## src/rtl/cs_pkg.sv

```systemverilog
package cs_pkg;
  typedef enum logic [1:0] {
    CS_IDLE   = 2'd0,
    CS_SWITCH = 2'd1,
    CS_ACTIVE = 2'd2,
    CS_DRAIN  = 2'd3
  } cs_state_e;

  localparam int unsigned SW_MODE_BIT = 0;
  localparam int unsigned STATE_BIT   = 1;
endpackage

```

## src/rtl/cs_ctrl_regs.sv

```systemverilog
module cs_ctrl_regs #(
  parameter int unsigned CTRL_W  = 32,
  parameter int unsigned IDX_LSB = 8,
  parameter int unsigned IDX_W   = 2,
  parameter int unsigned NUM_CS  = 4
) (
  input  logic              clk_i,
  input  logic              rst_ni,
  input  logic              we_i,
  input  logic [CTRL_W-1:0] wdata_i,
  output logic              sw_mode_o,
  output logic              sw_state_o,
  output logic [IDX_W-1:0]  pend_idx_o
);
  import cs_pkg::*;

  localparam int unsigned FULL_RANGE = (NUM_CS == (1 << IDX_W)) ? 1 : 0;

  logic [IDX_W-1:0] wr_idx;
  logic             idx_ok;

  assign wr_idx = wdata_i[IDX_LSB +: IDX_W];

  generate
    if (FULL_RANGE == 1) begin : g_full
      assign idx_ok = 1'b1;
    end else begin : g_part
      assign idx_ok = ({1'b0, wr_idx} < (IDX_W + 1)'(NUM_CS));
    end
  endgenerate

  always_ff @(posedge clk_i or negedge rst_ni) begin
    if (!rst_ni) begin
      sw_mode_o  <= 1'b1;
      sw_state_o <= 1'b1;
      pend_idx_o <= '0;
    end else if (we_i) begin
      sw_mode_o  <= wdata_i[SW_MODE_BIT];
      sw_state_o <= wdata_i[STATE_BIT];
      if (idx_ok) pend_idx_o <= wr_idx;
    end
  end
endmodule

```

## src/rtl/cs_seq_fsm.sv

```systemverilog
module cs_seq_fsm #(
  parameter int unsigned IDX_W       = 2,
  parameter int unsigned SWITCH_WAIT = 2,
  parameter int unsigned TIMEOUT     = 1250000
) (
  input  logic              clk_i,
  input  logic              rst_ni,
  input  logic              req_i,
  input  logic              busy_i,
  input  logic [IDX_W-1:0]  pend_idx_i,
  output logic [IDX_W-1:0]  idx_d_o,
  output logic              active_d_o,
  output logic              timeout_o
);
  import cs_pkg::*;

  localparam int unsigned WAIT_W = $clog2(SWITCH_WAIT + 1);
  localparam int unsigned TMO_W  = $clog2(TIMEOUT + 1);
  localparam logic [WAIT_W-1:0] WAIT_LAST = WAIT_W'(SWITCH_WAIT - 1);
  localparam logic [TMO_W-1:0]  TMO_LAST  = TMO_W'(TIMEOUT - 1);

  cs_state_e         state_q, state_d;
  logic [IDX_W-1:0]  idx_q, idx_d;
  logic [WAIT_W-1:0] wcnt_q, wcnt_d;
  logic [TMO_W-1:0]  tcnt_q, tcnt_d;
  logic              tmo_q, tmo_d;
  logic              idx_diff;

  assign idx_diff = (pend_idx_i != idx_q);

  always_comb begin
    state_d = state_q;
    idx_d   = idx_q;
    wcnt_d  = wcnt_q;
    tcnt_d  = tcnt_q;
    tmo_d   = tmo_q;
    unique case (state_q)
      CS_IDLE: begin
        if (idx_diff) begin
          // mux moves while every line is high
          idx_d   = pend_idx_i;
          wcnt_d  = '0;
          state_d = CS_SWITCH;
        end else if (req_i) begin
          state_d = CS_ACTIVE;
        end
      end
      CS_SWITCH: begin
        if (wcnt_q == WAIT_LAST) begin
          state_d = (!idx_diff && req_i) ? CS_ACTIVE : CS_IDLE;
        end else begin
          wcnt_d = wcnt_q + 1'b1;
        end
      end
      CS_ACTIVE: begin
        if (!req_i || idx_diff) begin
          tcnt_d  = '0;
          state_d = CS_DRAIN;
        end
      end
      CS_DRAIN: begin
        if (!busy_i) begin
          state_d = CS_IDLE;
        end else if (tcnt_q == TMO_LAST) begin
          tmo_d   = 1'b1;
          state_d = CS_IDLE;
        end else begin
          tcnt_d = tcnt_q + 1'b1;
        end
      end
      default: state_d = CS_IDLE;
    endcase
  end

  always_ff @(posedge clk_i or negedge rst_ni) begin
    if (!rst_ni) begin
      state_q <= CS_IDLE;
      idx_q   <= '0;
      wcnt_q  <= '0;
      tcnt_q  <= '0;
      tmo_q   <= 1'b0;
    end else begin
      state_q <= state_d;
      idx_q   <= idx_d;
      wcnt_q  <= wcnt_d;
      tcnt_q  <= tcnt_d;
      tmo_q   <= tmo_d;
    end
  end

  assign idx_d_o    = idx_d;
  assign active_d_o = (state_d == CS_ACTIVE) || (state_d == CS_DRAIN);
  assign timeout_o  = tmo_q;
endmodule

```

## src/rtl/cs_out_dec.sv

```systemverilog
module cs_out_dec #(
  parameter int unsigned NUM_CS = 4,
  parameter int unsigned IDX_W  = 2
) (
  input  logic              clk_i,
  input  logic              rst_ni,
  input  logic [IDX_W-1:0]  idx_i,
  input  logic              active_i,
  output logic [NUM_CS-1:0] cs_no
);
  // registered decode: each line has its own flop, no decode glitches
  for (genvar i = 0; i < NUM_CS; i++) begin : g_line
    always_ff @(posedge clk_i or negedge rst_ni) begin
      if (!rst_ni) cs_no[i] <= 1'b1;
      else         cs_no[i] <= !(active_i && (idx_i == IDX_W'(i)));
    end
  end
endmodule

```

## src/rtl/cs_glitchfree_ctrl.sv

```systemverilog
module cs_glitchfree_ctrl #(
  parameter int unsigned CTRL_W      = 32,
  parameter int unsigned NUM_CS      = 4,
  parameter int unsigned IDX_LSB     = 8,
  parameter int unsigned IDX_W       = 2,
  parameter int unsigned SWITCH_WAIT = 2,
  parameter int unsigned TIMEOUT     = 1250000
) (
  input  logic              clk_i,
  input  logic              rst_ni,
  input  logic              ctrl_we_i,
  input  logic [CTRL_W-1:0] ctrl_wdata_i,
  input  logic              hw_req_i,
  input  logic              busy_i,
  output logic [NUM_CS-1:0] cs_no_o,
  output logic              timeout_o
);
  logic             sw_mode, sw_state, req;
  logic [IDX_W-1:0] pend_idx, idx_d;
  logic             active_d;

  cs_ctrl_regs #(
    .CTRL_W (CTRL_W), .IDX_LSB(IDX_LSB), .IDX_W(IDX_W), .NUM_CS(NUM_CS)
  ) i_regs (
    .clk_i     (clk_i),
    .rst_ni    (rst_ni),
    .we_i      (ctrl_we_i),
    .wdata_i   (ctrl_wdata_i),
    .sw_mode_o (sw_mode),
    .sw_state_o(sw_state),
    .pend_idx_o(pend_idx)
  );

  // state bit 1 means released
  assign req = sw_mode ? !sw_state : hw_req_i;

  cs_seq_fsm #(
    .IDX_W(IDX_W), .SWITCH_WAIT(SWITCH_WAIT), .TIMEOUT(TIMEOUT)
  ) i_fsm (
    .clk_i     (clk_i),
    .rst_ni    (rst_ni),
    .req_i     (req),
    .busy_i    (busy_i),
    .pend_idx_i(pend_idx),
    .idx_d_o   (idx_d),
    .active_d_o(active_d),
    .timeout_o (timeout_o)
  );

  cs_out_dec #(.NUM_CS(NUM_CS), .IDX_W(IDX_W)) i_dec (
    .clk_i   (clk_i),
    .rst_ni  (rst_ni),
    .idx_i   (idx_d),
    .active_i(active_d),
    .cs_no   (cs_no_o)
  );
endmodule

```

## config.mk

```make
export PLATFORM = sky130hd
export DESIGN_NAME = cs_glitchfree_ctrl
export DESIGN_NICKNAME = d
export VERILOG_FILES = /design/src/rtl/cs_pkg.sv /design/src/rtl/cs_ctrl_regs.sv /design/src/rtl/cs_seq_fsm.sv /design/src/rtl/cs_out_dec.sv /design/src/rtl/cs_glitchfree_ctrl.sv
export SDC_FILE = /design/constraint.sdc
export NUM_CORES = 1
export LEC_CHECK = 0
export BUFFER_PORTS_ARGS = -buffer_cell sky130_fd_sc_hd__clkbuf_2
export CAP_MARGIN = 20
export CORE_MARGIN = 3
export CORE_UTILIZATION = 48
export DETAILED_ROUTE_END_ITERATION = 8
export MAX_ROUTING_LAYER = met4
export PLACE_DENSITY = 0.75
export SLEW_MARGIN = 40
export SYNTH_ARGS = -nofsm -noshare
export SYNTH_HDL_FRONTEND = slang
export SYNTH_SLANG_ARGS = --single-unit
```

## constraint.sdc

```tcl
create_clock -name clk_i -period 1.89 [get_ports clk_i]
set_clock_uncertainty 0.05 [all_clocks]
set_input_delay 0 -clock clk_i [delete_from_list [all_inputs] [get_ports clk_i]]
set_output_delay 0 -clock clk_i [all_outputs]
set_load 0.02 [all_outputs]
```

Word level (Yosys, flattened, before mapping)
Index checks and enable logic that the tools add are counted.
{"block": "totals", "reg_bits": 36}
{"block": "op_classes", "reduce_logical": 21, "muxes": 18, "addsub": 2, "n_eq_ne": 16}
{"operator": "21-bit two-way mux", "count": 3}
{"operator": "21-bit one-hot mux with 2 select lines", "count": 1}
{"operator": "2-bit two-way mux", "count": 11}
{"operator": "21-bit by 1-bit adder with 21-bit output (second input constant)", "count": 1}
{"operator": "21-bit equality test (second input constant)", "count": 1}
{"operator": "2-bit equality test (second input constant)", "count": 6}
{"operator": "2-bit one-hot mux with 4 select lines", "count": 1}
{"operator": "1-bit logical NOT", "count": 7}
{"operator": "2-bit by 1-bit equality test with 1-bit output (second input constant)", "count": 3}
{"operator": "2-bit != test (second input constant)", "count": 3}
{"operator": "3-bit AND reduction", "count": 2}
{"operator": "1-bit logical AND", "count": 5}
{"operator": "2-bit logical NOT", "count": 2}
{"operator": "2-bit by 1-bit != test with 1-bit output (second input constant)", "count": 2}
{"operator": "2-bit one-hot mux with 2 select lines", "count": 1}
{"operator": "4-bit AND reduction", "count": 1}
{"operator": "2-bit nonzero test", "count": 2}
{"operator": "2-bit by 1-bit adder with 2-bit output (second input constant)", "count": 1}
{"operator": "1-bit logical OR", "count": 2}
{"operator": "2-bit != test", "count": 1}
{"operator": "1-bit two-way mux", "count": 1}

Logic depth before layout (Yosys ltp)
{"block": "logic_depth", "depth_word": 10, "ltp_mapped": 8}

Modules after synthesis
Synthesis repeated with hierarchy kept, for this count alone.
{"block": "unflattened", "hier_cells": 191, "hier_area_um2": 1886.8}
{"module": "cs_seq_fsm", "n_inst": 1, "cells_each": 173, "area_per_inst_um2": 1591.5, "seq_area_each_um2": 700.7}
{"module": "cs_ctrl_regs", "n_inst": 1, "cells_each": 8, "area_per_inst_um2": 147.6, "seq_area_each_um2": 102.6}
{"module": "cs_out_dec", "n_inst": 1, "cells_each": 8, "area_per_inst_um2": 133.9, "seq_area_each_um2": 105.1}
{"module": "cs_glitchfree_ctrl", "n_inst": 1, "cells_each": 2, "area_per_inst_um2": 13.8, "seq_area_each_um2": 0.0}

Worst setup path before layout
No wires, ideal clock.
{"block": "synth_timing", "kind": "register to register", "startpoint": "register i_fsm.tcnt_q[0]", "endpoint": "register i_fsm.tcnt_q[9]", "stages_incl_launch_ff": 7, "t_arrival_ns": 1.648, "path_buffers": 0, "setup_slack_ns": 0.114, "cell_sequence": "dfrtp_1 ha_1 and3_1 nand4_1 o31ai_2 or4_1 a21oi_1"}
{"block": "synth_via", "elab_chain_cells": 4, "word_cells_on_any_way": 7, "classes_between": "1 x add/sub; 2 x eq/ne; 3 x mux; 1 x reduce/logical"}
{"item": "from (decl)", "line": "cs_seq_fsm.sv:25", "source": "logic [TMO_W-1:0] tcnt_q, tcnt_d;"}
{"item": "from (signal assigned)", "line": "cs_seq_fsm.sv:86", "source": "tcnt_q <= tcnt_d;"}
{"item": "21-bit by 1-bit adder with 21-bit output", "line": "cs_seq_fsm.sv:68", "source": "tcnt_d = tcnt_q + 1'b1;"}
{"item": "21-bit two-way mux", "line": "cs_seq_fsm.sv:64", "source": "end else if (tcnt_q == TMO_LAST) begin"}
{"item": "21-bit two-way mux", "line": "cs_seq_fsm.sv:62", "source": "if (!busy_i) begin"}
{"item": "21-bit one-hot mux with 2 select lines", "line": "cs_seq_fsm.sv:37", "source": "unique case (state_q)"}
Parallel ways exist; a longest one is shown, timed or not. The select of a mux whose other input is x is not followed.
A chain may end at the register's enable or synchronous reset.

Worst setup path in the final report
{"block": "layout_timing", "startpoint": "register i_fsm.tcnt_q[1]", "endpoint": "register i_fsm.tcnt_q[13]"}
Same word-level chain as after synthesis.

==> impl_metrics.json <==
{
  "ant_nets": 0,
  "ys_types": 40,
  "port_buffers": 13,
  "grt.overflow.total": 0,
  "drive_above_1_share_pct": 29.8,
  "floorplan.core_area_mm2": 0.00347,
  "grt_pass1_wl_mm": 7.06,
  "grt_pass1_vias": 1571,
  "cts_root_buf": "clkbuf_8",
  "crit_fanout": 7,
  "setup_viol": 0,
  "design.die.area_mm2": 0.00452,
  "track_usage_pct": 21.4,
  "antenna_cells": 0,
  "synth_edf_count": 0,
  "timing.fmax_mhz": 531,
  "cts_max_level": 2,
  "nets": 256,
  "clock_sinks": 36,
  "arrival_ns": 2.05,
  "drv_cap": 0,
  "rsz0062_at_grt": "true",
  "area_delta_synth_final_pct": 24.6,
  "gp_congestion": 0.841,
  "ys_warn_count": 0,
  "slew_headroom_pct": 67.5,
  "clk_pin_slew_worst_paths_ns": 0.08,
  "synth.top_cell.area_share_pct": 41.7,
  "rows": 21,
  "seq_area_frac_synth_pct": 50.4,
  "dp_slack_ns": -0.0880,
  "clockBufferDepth": 2,
  "grt_max_degree": 37,
  "pin_count": 42,
  "cp-start-kind": "flop",
  "start_util_pct": 51.9,
  "tightest_slew_ns": 0.487,
  "postSynth.asyncResetShare_pct": 100,
  "pwr_density_cell_mw_per_mm2": 1050,
  "dominantRegCellSynth": "dfrtp_1",
  "cts_inserted_buffers": 5,
  "path_class": "reg2reg",
  "hold_class": "in2reg",
  "final_cell_area_mm2": 0.00224,
  "hpwl_mm": 2.82,
  "die_w_um": 67.3,
  "finalNonFillerCells": 264,
  "cts_tree": "built",
  "dp_cells": 241,
  "clock_latency_ns": 0.29,
  "power_leakage_nw": 0.987,
  "period_needed_ns": 1.88,
  "worstPathRequired_ns": 2.06,
  "ys_ff_latch": 36,
  "setup_ws_ns": 0.00679,
  "wire_per_inst_um": 15.4,
  "fin_crit_sh_pct": 99.6,
  "drt-initial-drc-count": 78,
  "first_pass_iters": 4,
  "wirelength_mm": 4.06,
  "antenna_found_initial": 0,
  "dpl_cell_area_mm2": 0.00197,
  "ys_top_cells_by_area": "dfrtp_1 (42%), dfstp_2 (8.8%), nand3_1 (4.7%)",
  "tns_ns": 0,
  "hold_viol_final": 0,
  "syn_nets": 213,
  "yosys.area.top_type": "dfrtp_1",
  "vias": 1496,
  "viasPerCell": 5.67,
  "slew_violations": 0,
  "ir_worst_vdd_uv": 780,
  "drc": 0,
  "cp-end-kind": "flop",
  "synth_area_mm2": 0.00180,
  "outcome": "complete, no violations",
  "avgSynthCellArea_um2": 10.4,
  "die_h_um": 67.3,
  "netlist_instances": 174
}
final cells by class:
class / instances / area, um^2
flip-flops and latches: 36 / 908
multi-input cells: 125 / 852
fillers: 303 / 1220
inverters: 8 / 30.0
clock buffers: 5 / 68.8
well taps: 46 / 57.6
repair buffers: 41 / 304
clock inverters: 3 / 23.8
cells in the mapped netlist, drive strengths merged, types with 5 or more instances:
master  instances
nand4           7
inv             8
dfrtp          30
mux2            5
dfstp           6
nand3          17
o31ai           7
buf             5
o21ai           7
and3            5
nor2           16
nand2          14
xor2            9
metrics by stage:
step                      power (mW)  utilization (%)  hold slack [ns]
after floorplan                 1.51                -           -0.346
after global placement          1.68             56.7           0.0967
after detailed placement        1.73             56.8          -0.0304
after CTS                       2.33             63.6           0.0522
after global routing            2.50             64.7           0.0882
final                           2.35             64.7           0.0790
layout by cell type (no fill, tap or decap), drive strengths merged, types with 6 or more instances in the layout:
cell / count
dfrtp: 30
buf: 19
nand2: 14
nand3: 17
o21ai: 7
xor2: 9
dlygate4sd3: 9
dfstp: 6
inv: 8
nor2: 16
clkbuf: 18
o31ai: 7
nand4: 7
worst max-delay path: stages (launching register included):
cell     delay [ns]
dfrtp_1        0.39
ha_2           0.19
and3_4         0.17
nand4_1        0.14
o31ai_4        0.10
buf_6          0.15
or4_4          0.48
a21oi_2        0.14
kinds of logic after synthesis:
family                   synth area share (%)
buffers and inverters                    4.72
adder cells (fa/ha/maj)                  1.39
AO/OA/AOI/OAI                            11.8
multiplexers                             3.68
flip-flops                               50.4
AND/OR/NAND/NOR                          21.7
XOR/XNOR                                 6.32
metal layers:
metal	part of all wire (%)	wire length, um	track usage [%]
met3	5.0	203	5.66
met4	0.94	38	6.08
met5	0	0	-
met2	53	2160	37.1
met1	41	1660	24.3
state kept, by name, summed over array words and instances, names as in the netlist:
signal / cells
i_dec.cs_no: 4
i_fsm.tcnt_q: 21
i_fsm.idx_q: 2
i_regs.pend_idx_o: 2
i_fsm.wcnt_q: 2
i_regs.sw_state_o: 1
i_fsm.timeout_o: 1
i_regs.sw_mode_o: 1
i_fsm.state_q: 2
repair_timing:
item                       4_1_cts  5_1_grt
hold buffers                     9        0
hold endpoints to repair        40        0
buffers inserted                 5        2
setup endpoints to repair        3       16
gates resized for setup          4        7
pin swaps                        5        8
final timing paths:
| path | start | endpoint | slack (ns) | depth (start not counted) |
|---|---|---|---|---|
| worst max-delay path | i_fsm.tcnt_q[1] | i_fsm.tcnt_q[13] | 0.007 | 7 |
| max in group asynchronous | rst_ni | i_dec.cs_no[2] | 1.25 | 2 |
| worst min-delay path | busy_i | i_fsm.timeout_o | 0.08 | 3 |
| worst max register to register | i_fsm.tcnt_q[1] | i_fsm.tcnt_q[13] | 0.007 | 7 |
| worst min register to register | i_fsm.timeout_o | i_fsm.timeout_o | 0.43 | 2 |
| min in group asynchronous | rst_ni | i_fsm.wcnt_q[0] | 0.18 | 2 |
where the power goes:
| part | total, mW | internal [mW] | switching (mW) |
|---|---|---|---|
| clock | 0.555 | 0.261 | 0.294 |
| sequential | 0.984 | 0.914 | 0.0700 |
| combinational | 0.816 | 0.360 | 0.456 |
| total | 2.35 | 1.53 | 0.820 |
Note: power is estimated with default switching activity, not from simulation.
